### config.mk
export PLATFORM = sky130hd
export DESIGN_NAME = tmtc_sched
export DESIGN_NICKNAME = d
export VERILOG_FILES = /design/src/rtl/tmtc_pkg.sv /design/src/rtl/tmtc_div_stage.sv /design/src/rtl/tmtc_tick_gen.sv /design/src/rtl/tmtc_lock_arb.sv /design/src/rtl/tmtc_sched.sv
export SDC_FILE = /design/constraint.sdc
export NUM_CORES = 1
export LEC_CHECK = 0
export ABC_CLOCK_PERIOD_IN_PS = 2700
export BUFFER_PORTS_ARGS = -buffer_cell sky130_fd_sc_hd__buf_4
export CAP_MARGIN = 20
export CORE_MARGIN = 2
export CORE_UTILIZATION = 50
export DETAILED_ROUTE_END_ITERATION = 8
export MAX_ROUTING_LAYER = met4
export PLACE_DENSITY = 0.73
export SLEW_MARGIN = 20
export SYNTH_ARGS = -nofsm -noshare
export SYNTH_HDL_FRONTEND = slang
export SYNTH_HIERARCHICAL = 1
export SYNTH_SLANG_ARGS = --single-unit
### constraint.sdc
create_clock -name clk -period 2.7 [get_ports clk]
set_input_delay 0.405 -clock clk [delete_from_list [all_inputs] [get_ports clk]]
set_output_delay 0.405 -clock clk [all_outputs]
set_load 0.005 [all_outputs]
### src/rtl/tmtc_pkg.sv
package tmtc_pkg;
  typedef enum logic [1:0] {
    LK_IDLE = 2'd0,
    LK_TC   = 2'd1,
    LK_TM   = 2'd2
  } lock_e;

  function automatic int cw(input int n);
    return (n > 1) ? $clog2(n) : 1;
  endfunction
endpackage

### src/rtl/tmtc_div_stage.sv
module tmtc_div_stage #(
  parameter int DIV = 4
) (
  input  logic clk,
  input  logic rst,
  input  logic en_in,
  output logic en_out
);
  import tmtc_pkg::*;
  localparam int W = cw(DIV);
  localparam logic [W-1:0] LAST = W'(DIV - 1);

  logic [W-1:0] cnt;

  always_ff @(posedge clk) begin
    if (rst) cnt <= '0;
    else if (en_in) cnt <= (cnt == LAST) ? '0 : cnt + 1'b1;
  end

  assign en_out = en_in && (cnt == LAST);


  cnt_range_chk: assert property (@(posedge clk) disable iff (rst) cnt <= LAST);
endmodule

### src/rtl/tmtc_tick_gen.sv
module tmtc_tick_gen #(
  parameter int DIV_A  = 4,
  parameter int DIV_B  = 32,
  parameter int PERIOD = 250000
) (
  input  logic clk,
  input  logic rst,
  output logic tick
);
  localparam int NST = 3;
  localparam int DIVS [NST] = '{DIV_A, DIV_B, PERIOD};

  logic [NST:0] en;
  assign en[0] = 1'b1;

  for (genvar i = 0; i < NST; i++) begin : g_stage
    tmtc_div_stage #(.DIV(DIVS[i])) u_stage (
      .clk   (clk),
      .rst   (rst),
      .en_in (en[i]),
      .en_out(en[i+1])
    );
  end

  always_ff @(posedge clk) begin
    if (rst) tick <= 1'b0;
    else     tick <= en[NST];
  end


  tick_single_chk: assert property (@(posedge clk) disable iff (rst) tick |=> !tick);
endmodule

### src/rtl/tmtc_lock_arb.sv
module tmtc_lock_arb #(
  parameter int STAT_W = 16
) (
  input  logic              clk,
  input  logic              rst,
  input  logic              tick,
  input  logic              tc_req,
  input  logic              ack_tc,
  input  logic              ack_tm,
  input  logic              done,
  input  logic [STAT_W-1:0] done_status,
  output logic              irq_tc,
  output logic              irq_tm,
  output logic              busy,
  output logic [STAT_W-1:0] status_q,
  output logic              overrun
);
  import tmtc_pkg::*;

  lock_e st;
  logic  pend_tc, pend_tm;
  logic  idle, grant_tc, grant_tm, fin_tc, fin_tm;

  assign idle     = (st == LK_IDLE);
  assign grant_tc = idle && pend_tc;
  assign grant_tm = idle && !pend_tc && pend_tm;
  assign fin_tc   = done && (st == LK_TC);
  assign fin_tm   = done && (st == LK_TM);
  assign busy     = !idle;

  always_ff @(posedge clk) begin
    if (rst) begin
      pend_tc  <= 1'b0;
      pend_tm  <= 1'b0;
      overrun  <= 1'b0;
      st       <= LK_IDLE;
      irq_tc   <= 1'b0;
      irq_tm   <= 1'b0;
      status_q <= '0;
    end else begin
      pend_tc <= tc_req | (pend_tc & ~grant_tc);
      pend_tm <= tick   | (pend_tm & ~grant_tm);
      overrun <= tick & pend_tm & ~grant_tm;
      irq_tc  <= grant_tc | (irq_tc & ~ack_tc & ~fin_tc);
      irq_tm  <= grant_tm | (irq_tm & ~ack_tm & ~fin_tm);
      if (grant_tc)      st <= LK_TC;
      else if (grant_tm) st <= LK_TM;
      else if (fin_tc || fin_tm) begin
        st       <= LK_IDLE;
        status_q <= done_status;
      end
    end
  end


  one_line_chk: assert property (@(posedge clk) disable iff (rst) $onehot0({irq_tc, irq_tm}));

  tc_line_lock_chk: assert property (@(posedge clk) disable iff (rst) irq_tc |-> (st == LK_TC));

  tm_line_lock_chk: assert property (@(posedge clk) disable iff (rst) irq_tm |-> (st == LK_TM));

  lock_release_chk: assert property (@(posedge clk) disable iff (rst) (busy && done) |=> !busy);

  tc_first_chk: assert property (@(posedge clk) disable iff (rst) (idle && pend_tc) |=> (st == LK_TC));

  status_hold_chk: assert property (@(posedge clk) disable iff (rst) !(busy && done) |=> $stable(status_q));

  overrun_pulse_chk: assert property (@(posedge clk) disable iff (rst) overrun |=> !overrun);
endmodule

### src/rtl/tmtc_sched.sv
module tmtc_sched #(
  parameter int DIV_A  = 4,
  parameter int DIV_B  = 32,
  parameter int PERIOD = 250000,
  parameter int STAT_W = 16
) (
  input  logic              clk,
  input  logic              rst,
  input  logic              tc_req,
  input  logic              irq_ack_tc,
  input  logic              irq_ack_tm,
  input  logic              op_done,
  input  logic [STAT_W-1:0] op_status,
  output logic              irq_tc,
  output logic              irq_tm,
  output logic              busy,
  output logic [STAT_W-1:0] status_q,
  output logic              tm_tick,
  output logic              tm_overrun
);
  tmtc_tick_gen #(
    .DIV_A (DIV_A),
    .DIV_B (DIV_B),
    .PERIOD(PERIOD)
  ) u_tick (
    .clk (clk),
    .rst (rst),
    .tick(tm_tick)
  );

  tmtc_lock_arb #(.STAT_W(STAT_W)) u_arb (
    .clk        (clk),
    .rst        (rst),
    .tick       (tm_tick),
    .tc_req     (tc_req),
    .ack_tc     (irq_ack_tc),
    .ack_tm     (irq_ack_tm),
    .done       (op_done),
    .done_status(op_status),
    .irq_tc     (irq_tc),
    .irq_tm     (irq_tm),
    .busy       (busy),
    .status_q   (status_q),
    .overrun    (tm_overrun)
  );
endmodule

**Word-level counts from Yosys, hierarchy flattened**

Index checks and enable logic that the tools add are counted.

- Bits in registers: 49
- Input bits: 22
- Output and inout port bits: 21
- Word-level logic and storage cells: 59

- $add $sub $neg: 3
- Equal/unequal tests: 5
- Mux-type cells: 5
- Bitwise operators: 18
- Reduce and logical (&&, ||, !) cells: 16

Operators by type and width:

| cell | count |
|---|---|
| adder 18 x 1 -> 18 bit (second input constant) | 1 |
| == test 18 bit (second input constant) | 1 |
| two-way mux 18 bit | 1 |
| AND 1 bit | 8 |
| logical AND 1 bit | 7 |
| NOT 1 bit | 6 |
| adder 5 x 1 -> 5 bit (second input constant) | 1 |
| == test 5 bit (second input constant) | 1 |
| two-way mux 5 bit | 1 |
| == test 2 bit (second input constant) | 2 |
| two-way mux 2 bit | 2 |
| OR 1 bit | 4 |
| OR reduction 2 bit | 2 |
| AND reduction 3 bit | 1 |
| nonzero test 3 bit | 1 |
| adder 2 x 1 -> 2 bit (second input constant) | 1 |
| == test 2 x 1 -> 1 bit (second input constant) | 1 |
| logical NOT 1 bit | 2 |
| logical NOT 2 bit | 1 |
| nonzero test 2 bit | 1 |
| logical OR 1 bit | 1 |
| two-way mux 1 bit | 1 |

**Depth between registers and ports, before layout**

Gate-level depths: netlist of the first run.

- Depth in word-level cells: 6
- Gate-level depth with buffers: 9
- Gate-level depth less buffers: 8

**Modules after synthesis**

The synthesis of the first run kept the hierarchy.

Modules (own cells, without submodules):

| module | times used | cells each | area an instance (um^2) | sequential area each (um^2) |
|---|---|---|---|---|
| tmtc_lock_arb | 1 | 106 | 1,024.7 | 460.4 |
| tmtc_div_stage at u_tick.g_stage[2].u_stage | 1 | 99 | 892.1 | 360.3 |
| tmtc_div_stage at u_tick.g_stage[1].u_stage | 1 | 24 | 250.2 | 100.1 |
| tmtc_div_stage at u_tick.g_stage[0].u_stage | 1 | 9 | 92.6 | 40.0 |
| tmtc_tick_gen | 1 | 3 | 37.5 | 20.0 |

**Worst setup path before layout of the first run**

No wires, ideal clock.

- Path type: flip-flop to flip-flop
- Start: register u_tick.g_stage[1].u_stage.cnt[0]
- End: register u_tick.g_stage[2].u_stage.cnt[16]
- Library setup time: 141 ps
- Arrival time: 2,270 ps
- Required time: 2,559 ps
- Setup slack: 288 ps
- Stages on the path, launching flop included: 10
- Buffers on the path: 1
- Clock period less this slack: 2,412 ps
- Cell sequence: dfxtp_1 ha_1 and3_1 ha_1 and2_2 buf_2 nand4_4 or4_2 o21ai_0 a21oi_1

- Longest elaborated chain between the ends: 2

Ends and longest elaborated chain:

| element | RTL line | RTL |
|---|---|---|
| start, declared | tmtc_div_stage.sv:13 | `logic [W-1:0] cnt;` |
| start signal, assigned | tmtc_div_stage.sv:17 | `else if (en_in) cnt <= (cnt == LAST) ? '0 : cnt + 1'b1;` |
| == test 5 bit | tmtc_div_stage.sv:20 | `assign en_out = en_in && (cnt == LAST);` |
| logical AND 1 bit | tmtc_div_stage.sv:20 |  |
| via u_tick.en[2] | tmtc_tick_gen.sv:13 | `logic [NST:0] en;` |
| end signal, assigned | tmtc_div_stage.sv:17 |  |
| end, declared | tmtc_div_stage.sv:13 |  |

The timed path passes the listed nets, and every way through them passes these cells.
A chain may end at the register's enable or synchronous reset.

**Worst setup path after layout of the first run**

Same ends and word-level chain as after synthesis.

==> results.md, run 1 <==
* Reg clk slew, reported paths at 0.09 ns
* Filler instances at 386
* Min-delay src: tc_req
* RSZ-0062 raised after global routing: false
* Largest family of logic cells by synthesized area: simple AND/OR/NAND/NOR gates
* Final Wtd Congestion at 0.826
* CTS root buf: clkbuf_8
* Input/output buffers at 42
* Diodes inserted at 0
* Vias in the first global route at 1681
* Die Span Y at 71.8 microns
* FP Rows at 24
* F_max at 0.393 GHz
* CTS tree: yes
* Outcome: completed
* Post-synthesis sequential area ratio at 42.7%
* Cell count after placement at 330
* # setup viols final at 0
* Mapped Area at 2300 sq um
* Post-synthesis xor/xnor area fraction at 6.43%
* Total wire length at 4.24 mm
* Class of the worst hold path: in2reg
* Yosys top cell by area: dfxtp_1
* Post-CTS sizing at 0
* Post-Synth Simple-Gate Area at 32.0%
* Mean Syn Cell Area at 9.53 sq um
* Post-synth top flop: dfxtp_1
* DR vias at 1790
* Post-synth EDFFs at 0
* Layout Nets at 311
* Synthesis-to-finish area growth at 21.0%
* Compound-Gate Fraction of Synth Area at 10.3%
* Routed len/inst at 12.5 microns
* Core ar. at 4380 sq um
* Max-slew violation count at 0
* Most frequent cells in the layout: dfxtp_1, buf_4, nor2_1, nand2b_1, nand4b_1
* CTS Buffer Depth at 2
* Post-layout minimum cycle time at 2.55 ns
* Post-DP HPWL at 2.97 mm
* FFs w/ async S/R, synth at 0%
* P per Cell Area at 521 nW/um^2
* Clock latency on the worst-skew pair at 0.29 ns
* DRT Pass-1 Iters at 4
* Yosys top cell area share at 42.7%
* Worst path arrival time at 2.73 ns
* Share of post-route cells with drive strength above 1 at 27.3%
* Setup crit end kind: flop
* Worst R2R Path Depth at 8
* Synth Area in Adders at 2.18%
* Skew final at 0.00545 ns
* Synth area leaders: dfxtp_1, nand4b_1, nand2b_1
* All-Layer GR Usage at 18.1%
* Max FO, Critical Path at 9
* Flops & latches, synth at 49
* WHS Path Cells at 3
* Maximum VDD drop at 0.335 mV
* Setup bufs post-CTS at 0
* Initial antenna violation count at 0
* Final TNS setup at 0 ns
* Final Hold Viols at 0
* Max-Cap Viols at 0
* CP Launch Type: flop
* Initial core utilization at 52.4%
* First-pass GRT wire length at 7.32 mm
* Die ar. at 5150 sq um
* Post-Synthesis Cells at 241
* Post-route ant nets at 0
* CTS Hold Bufs at 0
* Crit share post-route at 94.4%
* Clock sink count at 49
* Most common cell after layout, fill and taps aside: dfxtp_1
* Worst reg2reg path endpoint: u_tick/g_stage[2].u_stage/cnt[16]
* Num CTS Buffers at 5
* Grt total ovfl at 0
* Synth cell types at 48
* Multiplexer share of the synthesized area at 2.18%
* DRC Markers at 0
* Yosys warnings at 6
* Endpoint, Worst Hold: u_arb/pend_tc
* Largest net degree at the start of global routing at 49
* Starting DRT DRC Count at 127
* Htree depth at 2
* Leak at 1.08 nW
* RR Startpoint: u_tick/g_stage[1].u_stage/cnt[0]
* IO Pins at 43
* Finished Layout Cells at 338
* Required time worst endpoint at 2.88 ns
* Vias per cell at 5.30
* WS Path Type: reg2reg
* Worst R2R Setup Slack at 0.15 ns
* DIE WIDTH at 71.8 microns
through the flow:
stage,hold slack [ns],setup slack [ns],util [%],power (W),cell area (sq um)
6_report,0.306,0.152,63.4,0.00145,2780
5_1_grt,0.310,0.0142,63.4,0.00150,2780
4_1_cts,0.301,0.134,63.4,0.00146,2780
3_5_place_dp,0.462,0.176,60.3,0.000861,2650
3_3_place_gp,0.463,0.271,60.3,0.000859,2650
2_1_floorplan,0.452,0.288,-,0.000813,2310
logic make-up after synthesis:
group           count (synthesis)
compound gates                 34
xor+xnor                       16
fa+ha+maj                       4
buf+inv                        17
flops                          49
mux                             5
other cells                     1
simple gates                  115
flip-flops by register name, indices dropped and copies added, names as in the netlist:
register / count
u_tick/g_stage.u_stage/cnt: 25
u_arb/status_q: 16
u_arb/st: 2
u_arb/irq_tc: 1
u_arb/irq_tm: 1
u_arb/overrun: 1
u_arb/pend_tc: 1
u_arb/pend_tm: 1
u_tick/tick: 1
worst max path at each step:
stage,startpoint,to,slack (ns),cells after the start
CTS,u_tick/g_stage[1].u_stage/cnt[0],u_tick/g_stage[2].u_stage/cnt[16],0.13,8
floorplan,u_tick/g_stage[1].u_stage/cnt[0],u_tick/g_stage[2].u_stage/cnt[16],0.29,9
global placement,u_tick/g_stage[1].u_stage/cnt[0],u_tick/g_stage[2].u_stage/cnt[16],0.27,8
detailed placement,u_tick/g_stage[1].u_stage/cnt[0],u_tick/g_stage[2].u_stage/cnt[16],0.18,8
global route,u_tick/g_stage[1].u_stage/cnt[0],u_tick/g_stage[2].u_stage/cnt[16],0.01,8
finish,u_tick/g_stage[1].u_stage/cnt[0],u_tick/g_stage[2].u_stage/cnt[16],0.15,8
synthesized netlist by cell type (2+ instances only):
library cell,instances
nor3_1,3
nand4b_1,16
nand3_1,4
clkbuf_1,6
mux2i_1,5
nand3_2,2
o21ai_2,10
a21oi_1,10
buf_4,2
xnor2_1,10
nor4b_1,3
nor2_1,27
o21ai_0,10
buf_2,2
or4_1,2
nand2b_1,22
nand4_1,4
nor4_1,5
nand2_1,9
dfxtp_1,49
ha_1,4
inv_1,5
or2_2,2
xor2_1,5
power by group:
group          internal, W  switching, W  leakage (nW)
logic            0.0000550     0.0000443         0.611
clock network     0.000368      0.000236        0.0681
registers         0.000734    0.00000892         0.396
final cells by class:
class / count / area (sq um) / area share, %
Multi-Input combinational cell: 178 / 1230 / 44.4
Sequential cell: 49 / 981 / 35.3
Timing Repair Buffer: 46 / 345 / 12.4
Clock buffer: 5 / 68.8 / 2.48
Clock inverter: 3 / 65.1 / 2.34
Tap cell: 52 / 65.1 / 2.34
Inverter: 5 / 18.8 / 0.675
critical path: stages, from the launching register on:
cell	delay (ns)
dfxtp_1	0.39
ha_1	0.19
and3_1	0.16
ha_1	0.20
and2_2	0.28
nand4_4	0.19
or4_2	0.74
o21ai_0	0.20
a21oi_1	0.09
routing by layer:
layer	vias to the layer above	global-route usage (%)	wire length, microns
met4	0	6.50	74
met1	818	22.7	2000
met2	31	28.7	2000
li1	933	-	-
met5	-	-	0
met3	8	4.08	172
(Power assumes the default switching activity.)
==> run 2, diff against run 1 <==
--- a/config.mk
+++ b/config.mk
@@ -8,11 +8,12 @@
 export ABC_CLOCK_PERIOD_IN_PS = 2700
 export BUFFER_PORTS_ARGS = -buffer_cell sky130_fd_sc_hd__buf_4
 export CAP_MARGIN = 20
+export CORE_ASPECT_RATIO = 1.1
 export CORE_MARGIN = 2
 export CORE_UTILIZATION = 50
 export DETAILED_ROUTE_END_ITERATION = 8
 export MAX_ROUTING_LAYER = met4
-export PLACE_DENSITY = 0.73
+export PLACE_DENSITY_LB_ADDON = 0.12
 export SLEW_MARGIN = 20
 export SYNTH_ARGS = -nofsm -noshare
 export SYNTH_HDL_FRONTEND = slang
==> results.md, run 2 (synthesized netlist as in run 1, its figures left out) <==
* Synthesis-to-finish area growth at 18.8%
* Reg clk slew, reported paths at 0.09 ns
* Most frequent cells in the layout: dfxtp_1, buf_4, nor2_1, nand2b_1, nand4b_1
* Vias per cell at 5.40
* Most frequent cell on the critical path: ha_1
* Post-layout minimum cycle time at 2.51 ns
* Grt total ovfl at 0
* Layout Nets at 310
* Post-CTS sizing at 0
* DR vias at 1829
* Total wire length at 4.23 mm
* Num CTS Buffers at 5
* Reg area at 981 sq um
* WHS Path Cells at 3
* Max FO, Critical Path at 9
* Htree depth at 2
* CTS Hold Bufs at 0
* WS Path Type: reg2reg
* Leak at 1.05 nW
* Clock sink count at 49
* # setup viols final at 0
* Critical-path cell list: ha_1 -> and3_1 -> ha_1 -> and2_2 -> nand4_4 -> or4_2 -> o21ai_0 -> a21oi_1
* Initial core utilization at 52.8%
* Final Wtd Congestion at 0.836
* Maximum VDD drop at 0.363 mV
* Post-route ant nets at 0
* Final Hold Viols at 0
* Final non-filler cell area at 2730 sq um
* Die ar. at 5150 sq um
* Post-DP HPWL at 3.06 mm
* Filler instances at 401
* Starting DRT DRC Count at 96
* Critical path buffers and inverters at 0
* Max-Cap Viols at 0
* Input/output buffers at 42
* CTS root buf: clkbuf_8
* DRC Markers at 0
* Critical path depth in cells at 8
* Worst R2R Path Depth at 8
* Top Family by Delay on Critical Path: simple AND/OR/NAND/NOR gates
* Total Power at 0.00127 W
* Largest net degree at the start of global routing at 49
* Setup bufs post-CTS at 0
* Worst path arrival time at 2.70 ns
* Crit-path slowest cell: or4_2
* RSZ-0062 raised after global routing: false
* All-Layer GR Usage at 19.1%
* IO Pins at 43
* P per Cell Area at 464 nW/um^2
* Final TNS setup at 0 ns
* CP Launch Type: flop
* CTS tree: yes
* Core ar. at 4350 sq um
* Die Span Y at 75.1 microns
* CTS Buffer Depth at 2
* Biggest regs: u_tick/g_stage.u_stage/cnt: 25 flops, u_arb/status_q: 16 flops, u_arb/st: 2 flops
* CP peak stage delay at 0.73 ns
* Crit share post-route at 92.9%
* First-pass GRT wire length at 7.29 mm
* Initial antenna violation count at 0
* Post-DP Area at 2640 sq um
* WHS at 0.301 ns
* DIE WIDTH at 68.6 microns
* Setup crit end kind: flop
* Share of post-route cells with drive strength above 1 at 27.0%
* Class of the worst hold path: in2reg
* DRT Pass-1 Iters at 5
* Max-slew violation count at 0
* FP Rows at 25
* Final core utilization at 62.8%
* Multi-input gate area at 1230 sq um
* Required time worst endpoint at 2.90 ns
* Outcome: completed
* Routed len/inst at 12.5 microns
* Skew final at 0.00405 ns
* Clock latency on the worst-skew pair at 0.30 ns
* Most common cell after layout, fill and taps aside: dfxtp_1
* Largest register FFs at 25
* Diodes inserted at 0
* Largest Register: u_tick/g_stage.u_stage/cnt
* F_max at 0.399 GHz
* Vias in the first global route at 1692
## run 2: cell types whose count changed in the layout (fill, tap and decap cells not counted), sizes merged
cell and delta:
buf -1, inv +1, bufinv -2, clkinvlp +1
## run 2: metrics by stage
step / setup slack [ns] / std cells
floorplan: 0.288 / 244
global placement: 0.280 / 331
detailed placement: 0.216 / 331
CTS: 0.183 / 339
global route: 0.0209 / 339
finish: 0.192 / 339
## run 2: final timing paths
path                               startpoint                                 to  slack [ns]
min                                    tc_req                      u_arb/pend_tc        0.30
max          u_tick/g_stage[1].u_stage/cnt[0]  u_tick/g_stage[2].u_stage/cnt[16]        0.19
min reg2reg                 u_arb/status_q[6]                  u_arb/status_q[6]        0.48
max reg2reg  u_tick/g_stage[1].u_stage/cnt[0]  u_tick/g_stage[2].u_stage/cnt[16]        0.19
## run 2: tightest hold or removal path, delay by kind of cell
kind	cells	cell delay [ns]
and+or+nand+nor	1	0.06
AOI/OAI and AO/OA	1	0.03
buffers and inverters	1	0.07
## run 2: area by class of cell
type                       count  area share (%)
clock inverter                 3           0.779
multi-input combinational    178            45.2
tap                           54            2.47
timing repair buffer          45            12.4
inverter                       5           0.687
sequential                    49            35.9
clock buffer                   5            2.52
## run 2: routing by layer
| metal | track usage [%] | vias up | share of wire (%) |
|---|---|---|---|
| li1 | - | 929 | - |
| met1 | 23.6 | 855 | 46 |
| met2 | 29.6 | 38 | 48 |
| met3 | 5.38 | 7 | 4.7 |
| met4 | 6.67 | 0 | 1.4 |
| met5 | - | - | 0 |
## run 2: power by group
group          internal, W  switching (W)  total [W]  leakage, nW
Combinational    0.0000541      0.0000444  0.0000985        0.606
Clock             0.000184       0.000241   0.000425       0.0445
Sequential        0.000734     0.00000872   0.000743        0.396
